--- src/rtl/uart_irq_pkg.sv ---
package uart_irq_pkg;

  localparam int NUM_SRC = 11;
  localparam int NUM_IRQ = 6;
  localparam int ADDR_W  = 2;

  localparam int BIT_RI    = 0;
  localparam int BIT_CTS   = 1;
  localparam int BIT_DCD   = 2;
  localparam int BIT_DSR   = 3;
  localparam int BIT_RX    = 4;
  localparam int BIT_TX    = 5;
  localparam int BIT_RTIM  = 6;
  localparam int BIT_FRAME = 7;
  localparam int BIT_PAR   = 8;
  localparam int BIT_BRK   = 9;
  localparam int BIT_OVR   = 10;

  localparam logic [ADDR_W-1:0] ADDR_MASK   = 2'd0;
  localparam logic [ADDR_W-1:0] ADDR_RAW    = 2'd1;
  localparam logic [ADDR_W-1:0] ADDR_MASKED = 2'd2;
  localparam logic [ADDR_W-1:0] ADDR_CLR    = 2'd3;

  typedef enum int {
    LINE_ANY   = 0,
    LINE_RX    = 1,
    LINE_TX    = 2,
    LINE_RTIM  = 3,
    LINE_MODEM = 4,
    LINE_ERR   = 5
  } irq_line_e;

  typedef logic [NUM_SRC-1:0] src_vec_t;

  // Status bits that drive a given output line.
  function automatic src_vec_t line_sources(input int line);
    src_vec_t m;
    m = '0;
    case (line)
      LINE_ANY:   m = '1;
      LINE_RX:    m[BIT_RX] = 1'b1;
      LINE_TX:    m[BIT_TX] = 1'b1;
      LINE_RTIM:  m[BIT_RTIM] = 1'b1;
      LINE_MODEM: for (int b = BIT_RI; b <= BIT_DSR; b++) m[b] = 1'b1;
      LINE_ERR:   for (int b = BIT_FRAME; b <= BIT_OVR; b++) m[b] = 1'b1;
      default:    m = '0;
    endcase
    return m;
  endfunction

endpackage

--- src/rtl/uart_irq_regif.sv ---
module uart_irq_regif
  import uart_irq_pkg::*;
#(
  parameter int DATA_W = 32
) (
  input  logic              clk,
  input  logic              rst,
  input  logic              reg_wr_i,
  input  logic [ADDR_W-1:0] reg_addr_i,
  input  logic [DATA_W-1:0] reg_wdata_i,
  output logic [DATA_W-1:0] reg_rdata_o,
  input  src_vec_t          raw_i,
  input  src_vec_t          mask_i,
  output logic              mask_we_o,
  output src_vec_t          mask_wdata_o,
  output src_vec_t          clr_o
);

  localparam int PAD_W = DATA_W - NUM_SRC;

  logic unused_wdata_hi;
  assign unused_wdata_hi = ^reg_wdata_i[DATA_W-1:NUM_SRC];

  // Write decode: only mask and clear addresses have an effect.
  assign mask_we_o    = reg_wr_i && (reg_addr_i == ADDR_MASK);
  assign mask_wdata_o = reg_wdata_i[NUM_SRC-1:0];
  assign clr_o        = (reg_wr_i && (reg_addr_i == ADDR_CLR)) ?
                        reg_wdata_i[NUM_SRC-1:0] : '0;

  always_comb begin
    unique case (reg_addr_i)
      ADDR_MASK:   reg_rdata_o = {{PAD_W{1'b0}}, mask_i};
      ADDR_RAW:    reg_rdata_o = {{PAD_W{1'b0}}, raw_i};
      ADDR_MASKED: reg_rdata_o = {{PAD_W{1'b0}}, raw_i & mask_i};
      default:     reg_rdata_o = '0;
    endcase
  end

  AST_CLR_READS_ZERO: assert property (@(posedge clk) disable iff (rst)
    (reg_addr_i == ADDR_CLR) |-> (reg_rdata_o == '0));

  AST_MASKED_WITHIN_MASK: assert property (@(posedge clk) disable iff (rst)
    (reg_addr_i == ADDR_MASKED) |->
      ((reg_rdata_o & ~{{PAD_W{1'b0}}, mask_i}) == '0));

  AST_MASK_UPPER_ZERO: assert property (@(posedge clk) disable iff (rst)
    (reg_addr_i == ADDR_MASK) |-> (reg_rdata_o[DATA_W-1:NUM_SRC] == '0));

endmodule

--- src/rtl/uart_irq_status.sv ---
module uart_irq_status
  import uart_irq_pkg::*;
(
  input  logic     clk,
  input  logic     rst,
  input  src_vec_t set_i,
  input  src_vec_t clr_i,
  input  logic     mask_we_i,
  input  src_vec_t mask_wdata_i,
  output src_vec_t raw_q_o,
  output src_vec_t mask_q_o,
  output src_vec_t masked_nxt_o
);

  src_vec_t raw_q, raw_d;
  src_vec_t mask_q, mask_d;

  // A set arriving with a clear on the same bit wins.
  assign raw_d  = (raw_q & ~clr_i) | set_i;
  assign mask_d = mask_we_i ? mask_wdata_i : mask_q;

  always_ff @(posedge clk) begin
    if (rst) begin
      raw_q  <= '0;
      mask_q <= '0;
    end else begin
      raw_q  <= raw_d;
      mask_q <= mask_d;
    end
  end

  assign raw_q_o      = raw_q;
  assign mask_q_o     = mask_q;
  assign masked_nxt_o = raw_d & mask_d;

  AST_SET_STICKS: assert property (@(posedge clk) disable iff (rst)
    (set_i != '0) |=> ((raw_q & $past(set_i)) == $past(set_i)));

  AST_CLR_DROPS: assert property (@(posedge clk) disable iff (rst)
    ((clr_i & ~set_i) != '0) |=> ((raw_q & $past(clr_i & ~set_i)) == '0));

  AST_RAW_QUIET: assert property (@(posedge clk) disable iff (rst)
    (set_i == '0 && clr_i == '0) |=> $stable(raw_q));

  AST_MASK_QUIET: assert property (@(posedge clk) disable iff (rst)
    !mask_we_i |=> $stable(mask_q));

  AST_RESET_CLEAN: assert property (@(posedge clk)
    rst |=> (raw_q == '0 && mask_q == '0));

endmodule

--- src/rtl/uart_irq_fanout.sv ---
module uart_irq_fanout
  import uart_irq_pkg::*;
(
  input  logic               clk,
  input  logic               rst,
  input  src_vec_t           masked_i,
  output logic [NUM_IRQ-1:0] irq_o
);

  logic [NUM_IRQ-1:0] irq_q;

  for (genvar k = 0; k < NUM_IRQ; k++) begin : g_line
    localparam src_vec_t GRP = line_sources(k);

    always_ff @(posedge clk) begin
      if (rst) irq_q[k] <= 1'b0;
      else     irq_q[k] <= |(masked_i & GRP);
    end

    AST_RISE_HAS_CAUSE: assert property (@(posedge clk) disable iff (rst)
      $rose(irq_q[k]) |-> ($past(masked_i & GRP) != '0));
  end

  assign irq_o = irq_q;

  AST_ANY_IS_UNION: assert property (@(posedge clk) disable iff (rst)
    irq_q[LINE_ANY] == |irq_q[NUM_IRQ-1:1]);

  AST_RESET_LOW: assert property (@(posedge clk)
    rst |=> (irq_q == '0));

endmodule

--- src/rtl/uart_irq_ctrl.sv ---
module uart_irq_ctrl
  import uart_irq_pkg::*;
#(
  parameter int DATA_W = 32
) (
  input  logic              clk,
  input  logic              rst,
  input  logic              reg_wr_i,
  input  logic [1:0]        reg_addr_i,
  input  logic [DATA_W-1:0] reg_wdata_i,
  output logic [DATA_W-1:0] reg_rdata_o,
  input  logic [10:0]       evt_i,
  input  logic              tx_data_wr_i,
  output logic              irq_any_o,
  output logic              irq_rx_o,
  output logic              irq_tx_o,
  output logic              irq_rtim_o,
  output logic              irq_modem_o,
  output logic              irq_err_o
);

  src_vec_t raw_q, mask_q, masked_nxt, set_vec, clr_vec, mask_wdata;
  logic     mask_we;
  logic [NUM_IRQ-1:0] irq;

  // Data register writes raise the transmit source.
  always_comb begin
    set_vec = evt_i;
    set_vec[BIT_TX] = evt_i[BIT_TX] | tx_data_wr_i;
  end

  uart_irq_regif #(.DATA_W(DATA_W)) u_regif (
    .clk          (clk),
    .rst          (rst),
    .reg_wr_i     (reg_wr_i),
    .reg_addr_i   (reg_addr_i),
    .reg_wdata_i  (reg_wdata_i),
    .reg_rdata_o  (reg_rdata_o),
    .raw_i        (raw_q),
    .mask_i       (mask_q),
    .mask_we_o    (mask_we),
    .mask_wdata_o (mask_wdata),
    .clr_o        (clr_vec)
  );

  uart_irq_status u_status (
    .clk          (clk),
    .rst          (rst),
    .set_i        (set_vec),
    .clr_i        (clr_vec),
    .mask_we_i    (mask_we),
    .mask_wdata_i (mask_wdata),
    .raw_q_o      (raw_q),
    .mask_q_o     (mask_q),
    .masked_nxt_o (masked_nxt)
  );

  uart_irq_fanout u_fanout (
    .clk      (clk),
    .rst      (rst),
    .masked_i (masked_nxt),
    .irq_o    (irq)
  );

  assign irq_any_o   = irq[LINE_ANY];
  assign irq_rx_o    = irq[LINE_RX];
  assign irq_tx_o    = irq[LINE_TX];
  assign irq_rtim_o  = irq[LINE_RTIM];
  assign irq_modem_o = irq[LINE_MODEM];
  assign irq_err_o   = irq[LINE_ERR];

  AST_TX_WRITE_SETS: assert property (@(posedge clk) disable iff (rst)
    tx_data_wr_i |=> raw_q[BIT_TX]);

  AST_LINE_TRACKS_MASK: assert property (@(posedge clk) disable iff (rst)
    (mask_q == '0) |-> !irq_any_o);

endmodule

--- config.mk ---
export PLATFORM = sky130hd
export DESIGN_NAME = uart_irq_ctrl
export DESIGN_NICKNAME = d
export VERILOG_FILES = /design/src/rtl/uart_irq_pkg.sv /design/src/rtl/uart_irq_regif.sv /design/src/rtl/uart_irq_status.sv /design/src/rtl/uart_irq_fanout.sv /design/src/rtl/uart_irq_ctrl.sv
export SDC_FILE = /design/constraint.sdc
export NUM_CORES = 1
export LEC_CHECK = 0
export ABC_AREA = 1
export CORE_MARGIN = 3
export CORE_UTILIZATION = 30
export DETAILED_ROUTE_END_ITERATION = 8
export DONT_BUFFER_PORTS = 1
export GPL_ROUTABILITY_DRIVEN = 0
export PLACE_DENSITY = 0.41
export SKIP_LAST_GASP = 1
export SLEW_MARGIN = 40
export SYNTH_ARGS = -nofsm -noshare
export SYNTH_HDL_FRONTEND = slang
export SYNTH_SLANG_ARGS = --single-unit
--- constraint.sdc ---
create_clock -name clk -period 2.65 [get_ports clk]
set_clock_uncertainty 0.2 [all_clocks]
set_input_delay 0.265 -clock clk [delete_from_list [all_inputs] [get_ports clk]]
set_output_delay 0.265 -clock clk [all_outputs]
set_load 0.01 [all_outputs]
==> results of run 1 <==
-- cell families after synthesis --
logic type	Yosys count	synth area share
other cells	1	0.00228
compound gates	52	0.176
buf+inv	86	0.269
simple gates	72	0.211
flops	28	0.341
-- per-layer routing --
metal | wire (um) | GRT usage | part of all wire
met5 | 0 | 0 | 0
met1 | 1690 | 0.149 | 0.45
met2 | 1740 | 0.198 | 0.47
met3 | 252 | 0.0325 | 0.068
met4 | 31 | 0.0304 | 0.0083
-- state kept, by name (all words and copies together), names as in the netlist --
signal and cells:
u_fanout.irq_o 6, u_status.mask_q_o 11, u_status.raw_q_o 11
-- tightest hold or removal path: cells and delay by family --
kind | cells | cell delay (ns)
buffers and inverters | 2 | 0.10
and+or+nand+nor | 1 | 0.03
AOI/OAI and AO/OA | 1 | 0.06
-- repair_timing --
action                    in CTS  in global routing
resized for setup              0                  0
hold buffers                  16                  0
hold endpoints to repair      28                  0
-- power by group through the flow --
| stage | registers, uW | logic [uW] | clock network (uW) |
|---|---|---|---|
| detailed placement | 468 | 119 | 0 |
| CTS | 458 | 146 | 287 |
| finish | 458 | 143 | 272 |
| floorplan | 465 | 145 | 0 |
| global route | 461 | 166 | 299 |
| global placement | 468 | 120 | 0 |
-- path summary, 6_finish.rpt --
path	from	endpoint	slack [ns]	cells after the start
worst max-delay path	evt_i[5]	u_status.raw_q_o[5]$_SDFF_PP0_	1.03	4
worst min-delay path	reg_wdata_i[1]	u_status.mask_q_o[1]$_SDFF_PP0_	0.01	4
worst max register to register	u_status.raw_q_o[9]$_SDFF_PP0_	u_status.raw_q_o[9]$_SDFF_PP0_	1.20	3
worst min register to register	u_status.raw_q_o[1]$_SDFF_PP0_	u_status.raw_q_o[1]$_SDFF_PP0_	0.29	2
-- placed cells by master (no fill, tap or decap) --
| cell type | instances |
|---|---|
| o21ai_2 | 7 |
| a21oi_1 | 13 |
| clkbuf_8 | 4 |
| nand2_1 | 36 |
| nand3_4 | 1 |
| nor2_1 | 16 |
| nand3_1 | 2 |
| nor2_8 | 1 |
| a21oi_2 | 1 |
| buf_2 | 1 |
| nor2_2 | 2 |
| conb_1 | 21 |
| dfxtp_1 | 28 |
| dlygate4sd3_1 | 15 |
| nand4_1 | 5 |
| nand2_2 | 8 |
| o21ai_0 | 28 |
| inv_1 | 54 |
| nand2_4 | 1 |
| o21ai_1 | 3 |
-- stage by stage --
stage	power, uW	util	cells	hold slack, ns	instance area (um^2)
after CTS	891	0.343	317	0.00167	1780
after detailed placement	587	0.301	297	0.142	1570
final	872	0.342	317	0.0112	1780
after global placement	588	0.301	297	0.141	1570
after floorplan	610	-	259	0.216	1720
after global routing	926	0.342	317	0.0247	1780
-- area by class of cell --
cell class / instances / area, um^2
Timing Repair Buffer: 16 / 155
Fill cell: 611 / 3430
Tap cell: 70 / 87.6
Clock buffer: 4 / 55.1
Multi-Input combinational cell: 145 / 717
Inverter: 54 / 203
Sequential cell: 28 / 561
==> results.py, run 1 <==
metrics = {
    "run_status": {
        "status": "complete, no violations",
    },
    "critical_path": {
        "critPathKind": "in2reg",
        "cp-end-kind": "flop",
        "start_kind": "input pin",
        "cp_top_family": "buffers and inverters",
        "cp_num_buf_inv": 2,
        "crit_path_frequent_cell": "dlygate4sd3_1",
        "cp_max_fo": 2,
        "crit_slowest_cell": "dlygate4sd3_1",
        "cp_cell_sequence": "dlygate4sd3_1 -> nor2_1 -> dlygate4sd3_1 -> a21oi_1",
        "worst_ep_required_time_ns": 2.60,
        "cp.arrival_ns": 1.57,
        "max_stage_delay_ns": 0.58,
    },
    "pwr": {
        "p_seq_frac": 0.525,
        "switching_share": 0.279,
        "ir_worst_vdd_v": 0.000343,
        "power.leakage_uw": 0.000895,
        "power_density_nw_per_um2": 491,
        "p_comb_frac": 0.164,
        "p_clk_frac": 0.311,
        "internal-power_uw": 629,
        "power_switching_uw": 243,
    },
    "die": {
        "start_util": 0.316,
        "die_area_um2": 6410,
        "rows": 26,
        "core-area_um2": 5200,
        "io_pins": 87,
        "die_h_um": 80.1,
        "die_x_um": 80.1,
    },
    "routing": {
        "detail_route.wl_per_cell_um": 11.7,
        "drtAntennaViolNets": 0,
        "first_pass_iters": 4,
        "drc": 0,
        "vias_per_cell": 4.13,
        "routed_wl_um": 3710,
        "vias": 1310,
        "drtIter0Drc": 46,
    },
    "grt": {
        "grt_pass1_vias": 1209,
        "antenna_found_initial": 0,
        "grt_max_degree": 29,
        "grt_pass1_wl_um": 5800,
        "grt_use_total": 0.118,
        "grt_remaining_overflow": 0,
    },
    "placement": {
        "hpwl_um": 2610,
        "portBuffers": 0,
        "dp_slack_ns": 0.901,
    },
    "synth": {
        "seq_area_frac_synth": 0.341,
        "ys_ff_latch": 28,
        "avgSynthCellArea_um2": 6.88,
        "synthTopCellsByCount": "54 x inv_1, 36 x nand2_1, 28 x dfxtp_1, 28 x o21ai_0, 22 x buf_4",
        "ys_top_cells_by_area": "dfxtp_1 34%, inv_1 12%, buf_4 10%",
        "synthCells": 239,
        "yosys_most_used_dff": "dfxtp_1",
        "synthesis.area_um2": 1650,
        "yosys.area.top_type_share": 0.341,
        "synthArstFlopShare": 0,
        "synth_top_cell_by_area": "dfxtp_1",
        "synth_warnings": 0,
        "synth_cell_types": 20,
        "synth_edf_count": 0,
        "yosysMostFrequentCell": "inv_1",
    },
    "clock_tree": {
        "cts_inserted_buffers": 3,
        "cts_tree": "done",
        "postCtsSetupBuffers": 0,
        "cts.path.max_buffers": 2,
        "clk_latency_ns": 0.27,
        "clk_pin_slew_ns": 0.10,
        "clock-sinks": 28,
        "root_buffer": "clkbuf_8",
        "htree_levels": 1,
    },
    "timing": {
        "rsz0062_at_grt": "no",
        "hold_viol_final": 0,
        "slew_headroom": 0.624,
        "period_needed_ns": 1.62,
        "final_max_slew_viol_count": 0,
        "worst_pin_slew_ns": 0.565,
        "final.setup.worst_slack_ns": 1.03,
        "max_freq_mhz": 617,
        "finalSetupViolations": 0,
        "finalSetupTns_ns": 0,
        "fin_crit_sh": 0.611,
    },
    "worst_hold_path": {
        "hp-class": "in2reg",
    },
    "flow_run": {
        "max_cap_violations": 0,
    },
    "layout": {
        "nets": 297,
        "num_antenna_cells": 0,
        "layout-drive-gt1-share": 0.105,
        "synthToLayoutAreaGrowth_pct": 8.06,
    },
}
Power figures use the tool's default switching activity.
==> inputs of run 2 (changes only) <==
PLACE_DENSITY = 0.42   (was 0.41)
clock period = 1.4 ns   (was 2.65 ns; I/O delays follow)
==> run 2 against run 1 <==
Compared with the run above:
- the run now ends with hold timing left
- global-route usage increased by 0.40 points
- clock-buffer cell count unchanged
- critical path type unchanged
- critical endpoint is now u_status.raw_q_o[3]$_SDFF_PP0_
- design area up 13%
- sequential share of layout area is 2.9 points lower
- total power rose by 98%
- routed wire length up 5.9%
- flip-flop and latch count stayed put
- critical path depth unchanged
- worst hold slack got worse by 0.12 ns
==> results.py, run 2 (synthesized netlist as in run 1, its figures left out) <==
metrics = {
    "run_status": {
        "status": "finished with violations",
        "violations": "hold timing",
    },
    "clock_tree": {
        "cts_inserted_buffers": 3,
        "clk_latency_ns": 0.27,
        "clk_pin_slew_ns": 0.10,
        "root_buffer": "clkbuf_8",
        "cts.path.max_buffers": 2,
        "cts_tree": "done",
        "htree_levels": 1,
        "clock-sinks": 28,
    },
    "layout": {
        "nets": 317,
        "stdcell_count": 337,
        "synthToLayoutAreaGrowth_pct": 22.4,
        "layout-drive-gt1-share": 0.191,
        "fillerInstances": 596,
        "final_cell_mix": "52 x inv_1, 34 x nand2_1, 22 x dlygate4sd3_1",
        "final_util": 0.387,
        "final_common_cell": "inv_1",
        "num_antenna_cells": 0,
    },
    "worst_hold_path": {
        "hp-start": "reg_wdata_i[10]",
        "hp-class": "in2reg",
    },
    "routing": {
        "detail_route.wl_per_cell_um": 11.7,
        "drtAntennaViolNets": 0,
        "wl_met2_um": 1950,
        "drc": 0,
        "top_layer_used": "met4",
        "vias_per_cell": 4.14,
        "first_pass_iters": 4,
        "drtIter0Drc": 75,
        "routed_wl_um": 3930,
        "wl_met1_um": 1800,
        "wl_met3_um": 167,
        "vias": 1395,
    },
    "pwr": {
        "power_density_nw_per_um2": 857,
        "ir_worst_vdd_v": 0.000632,
        "power.total_uw": 1730,
        "power.leakage_uw": 0.00104,
    },
    "die": {
        "io_pins": 87,
        "core-area_um2": 5200,
        "start_util": 0.316,
        "die_area_um2": 6410,
        "rows": 26,
        "die_x_um": 80.1,
        "die_h_um": 80.1,
    },
    "critical_path": {
        "worst_ep_required_time_ns": 1.37,
        "r2r_start": "u_status.raw_q_o[3]$_SDFF_PP0_",
        "cp.arrival_ns": 1.35,
        "startpoint": "evt_i[3]",
        "cp-end-kind": "flop",
        "critPathKind": "in2reg",
        "r2r_setup_slack_ns": 0.05,
        "cp_max_fo": 2,
        "start_kind": "input pin",
    },
    "grt": {
        "grt_pass1_vias": 1322,
        "grt_pass1_wl_um": 6070,
        "grt_remaining_overflow": 0,
        "grt_use_total": 0.122,
        "antenna_found_initial": 0,
        "grt_max_degree": 29,
    },
    "timing": {
        "timing.hold.ws_ns": -0.104,
        "final_max_slew_viol_count": 0,
        "max_freq_mhz": 724,
        "finalSetupTns_ns": 0,
        "fin_crit_sh": 0.987,
        "rsz0062_at_grt": "yes",
        "period_needed_ns": 1.38,
        "finalSetupViolations": 0,
        "hold_viol_final": 23,
    },
    "placement": {
        "hpwl_um": 2620,
        "numPlacedInstances": 303,
        "portBuffers": 0,
    },
    "flow_run": {
        "max_cap_violations": 0,
    },
}
-- run 2: path summary, 6_finish.rpt --
kind                                                    endpoint  cells past startpoint
worst max-delay path              u_status.raw_q_o[3]$_SDFF_PP0_                      4
worst min-delay path            u_status.mask_q_o[10]$_SDFF_PP0_                      4
worst max register to register    u_status.raw_q_o[3]$_SDFF_PP0_                      3
worst min register to register   u_status.mask_q_o[5]$_SDFF_PP0_                      2
-- run 2: power breakdown --
part / internal [uW] / total, uW / switching [uW]
Clock: 252 / 513 / 261
Sequential: 844 / 870 / 25.1
Combinational: 151 / 343 / 192
Total: 1250 / 1730 / 479
-- run 2: through the flow --
step                cell area [um^2]  worst slack [ns]
floorplan                       1720            0.0425
global placement                1610           -0.0482
detailed placement              1610           -0.0393
CTS                             1970           0.00523
global route                    2010           -0.0524
finish                          2010            0.0187
-- run 2: layout make-up --
type,count,area (um^2),area share
repair buffers,36,363,0.180
well taps,70,87.6,0.0435
multi-input cells,145,729,0.362
inverters,54,203,0.101
flip-flops and latches,28,576,0.286
clock buffers,4,55.1,0.0273
-- run 2: timing repair --
| item | in CTS | in global routing |
|---|---|---|
| hold endpoints to repair | 28 | 23 |
| hold buffers | 29 | 2 |
| setup buffers | 0 | 2 |
| endpoints found under the setup margin | 0 | 17 |
| gates resized for setup | 0 | 41 |
-- run 2: critical path, cell delays in order --
cell and delay (ns):
dlygate4sd3_1 0.53, inv_1 0.07, a21oi_1 0.06, dlygate4sd3_1 0.56
-- run 2: metal layers --
metal | vias to the layer above | track usage
li1 | 734 | -
met1 | 624 | 0.148
met2 | 35 | 0.215
met3 | 2 | 0.0336
met4 | 0 | 0.0253
met5 | - | 0
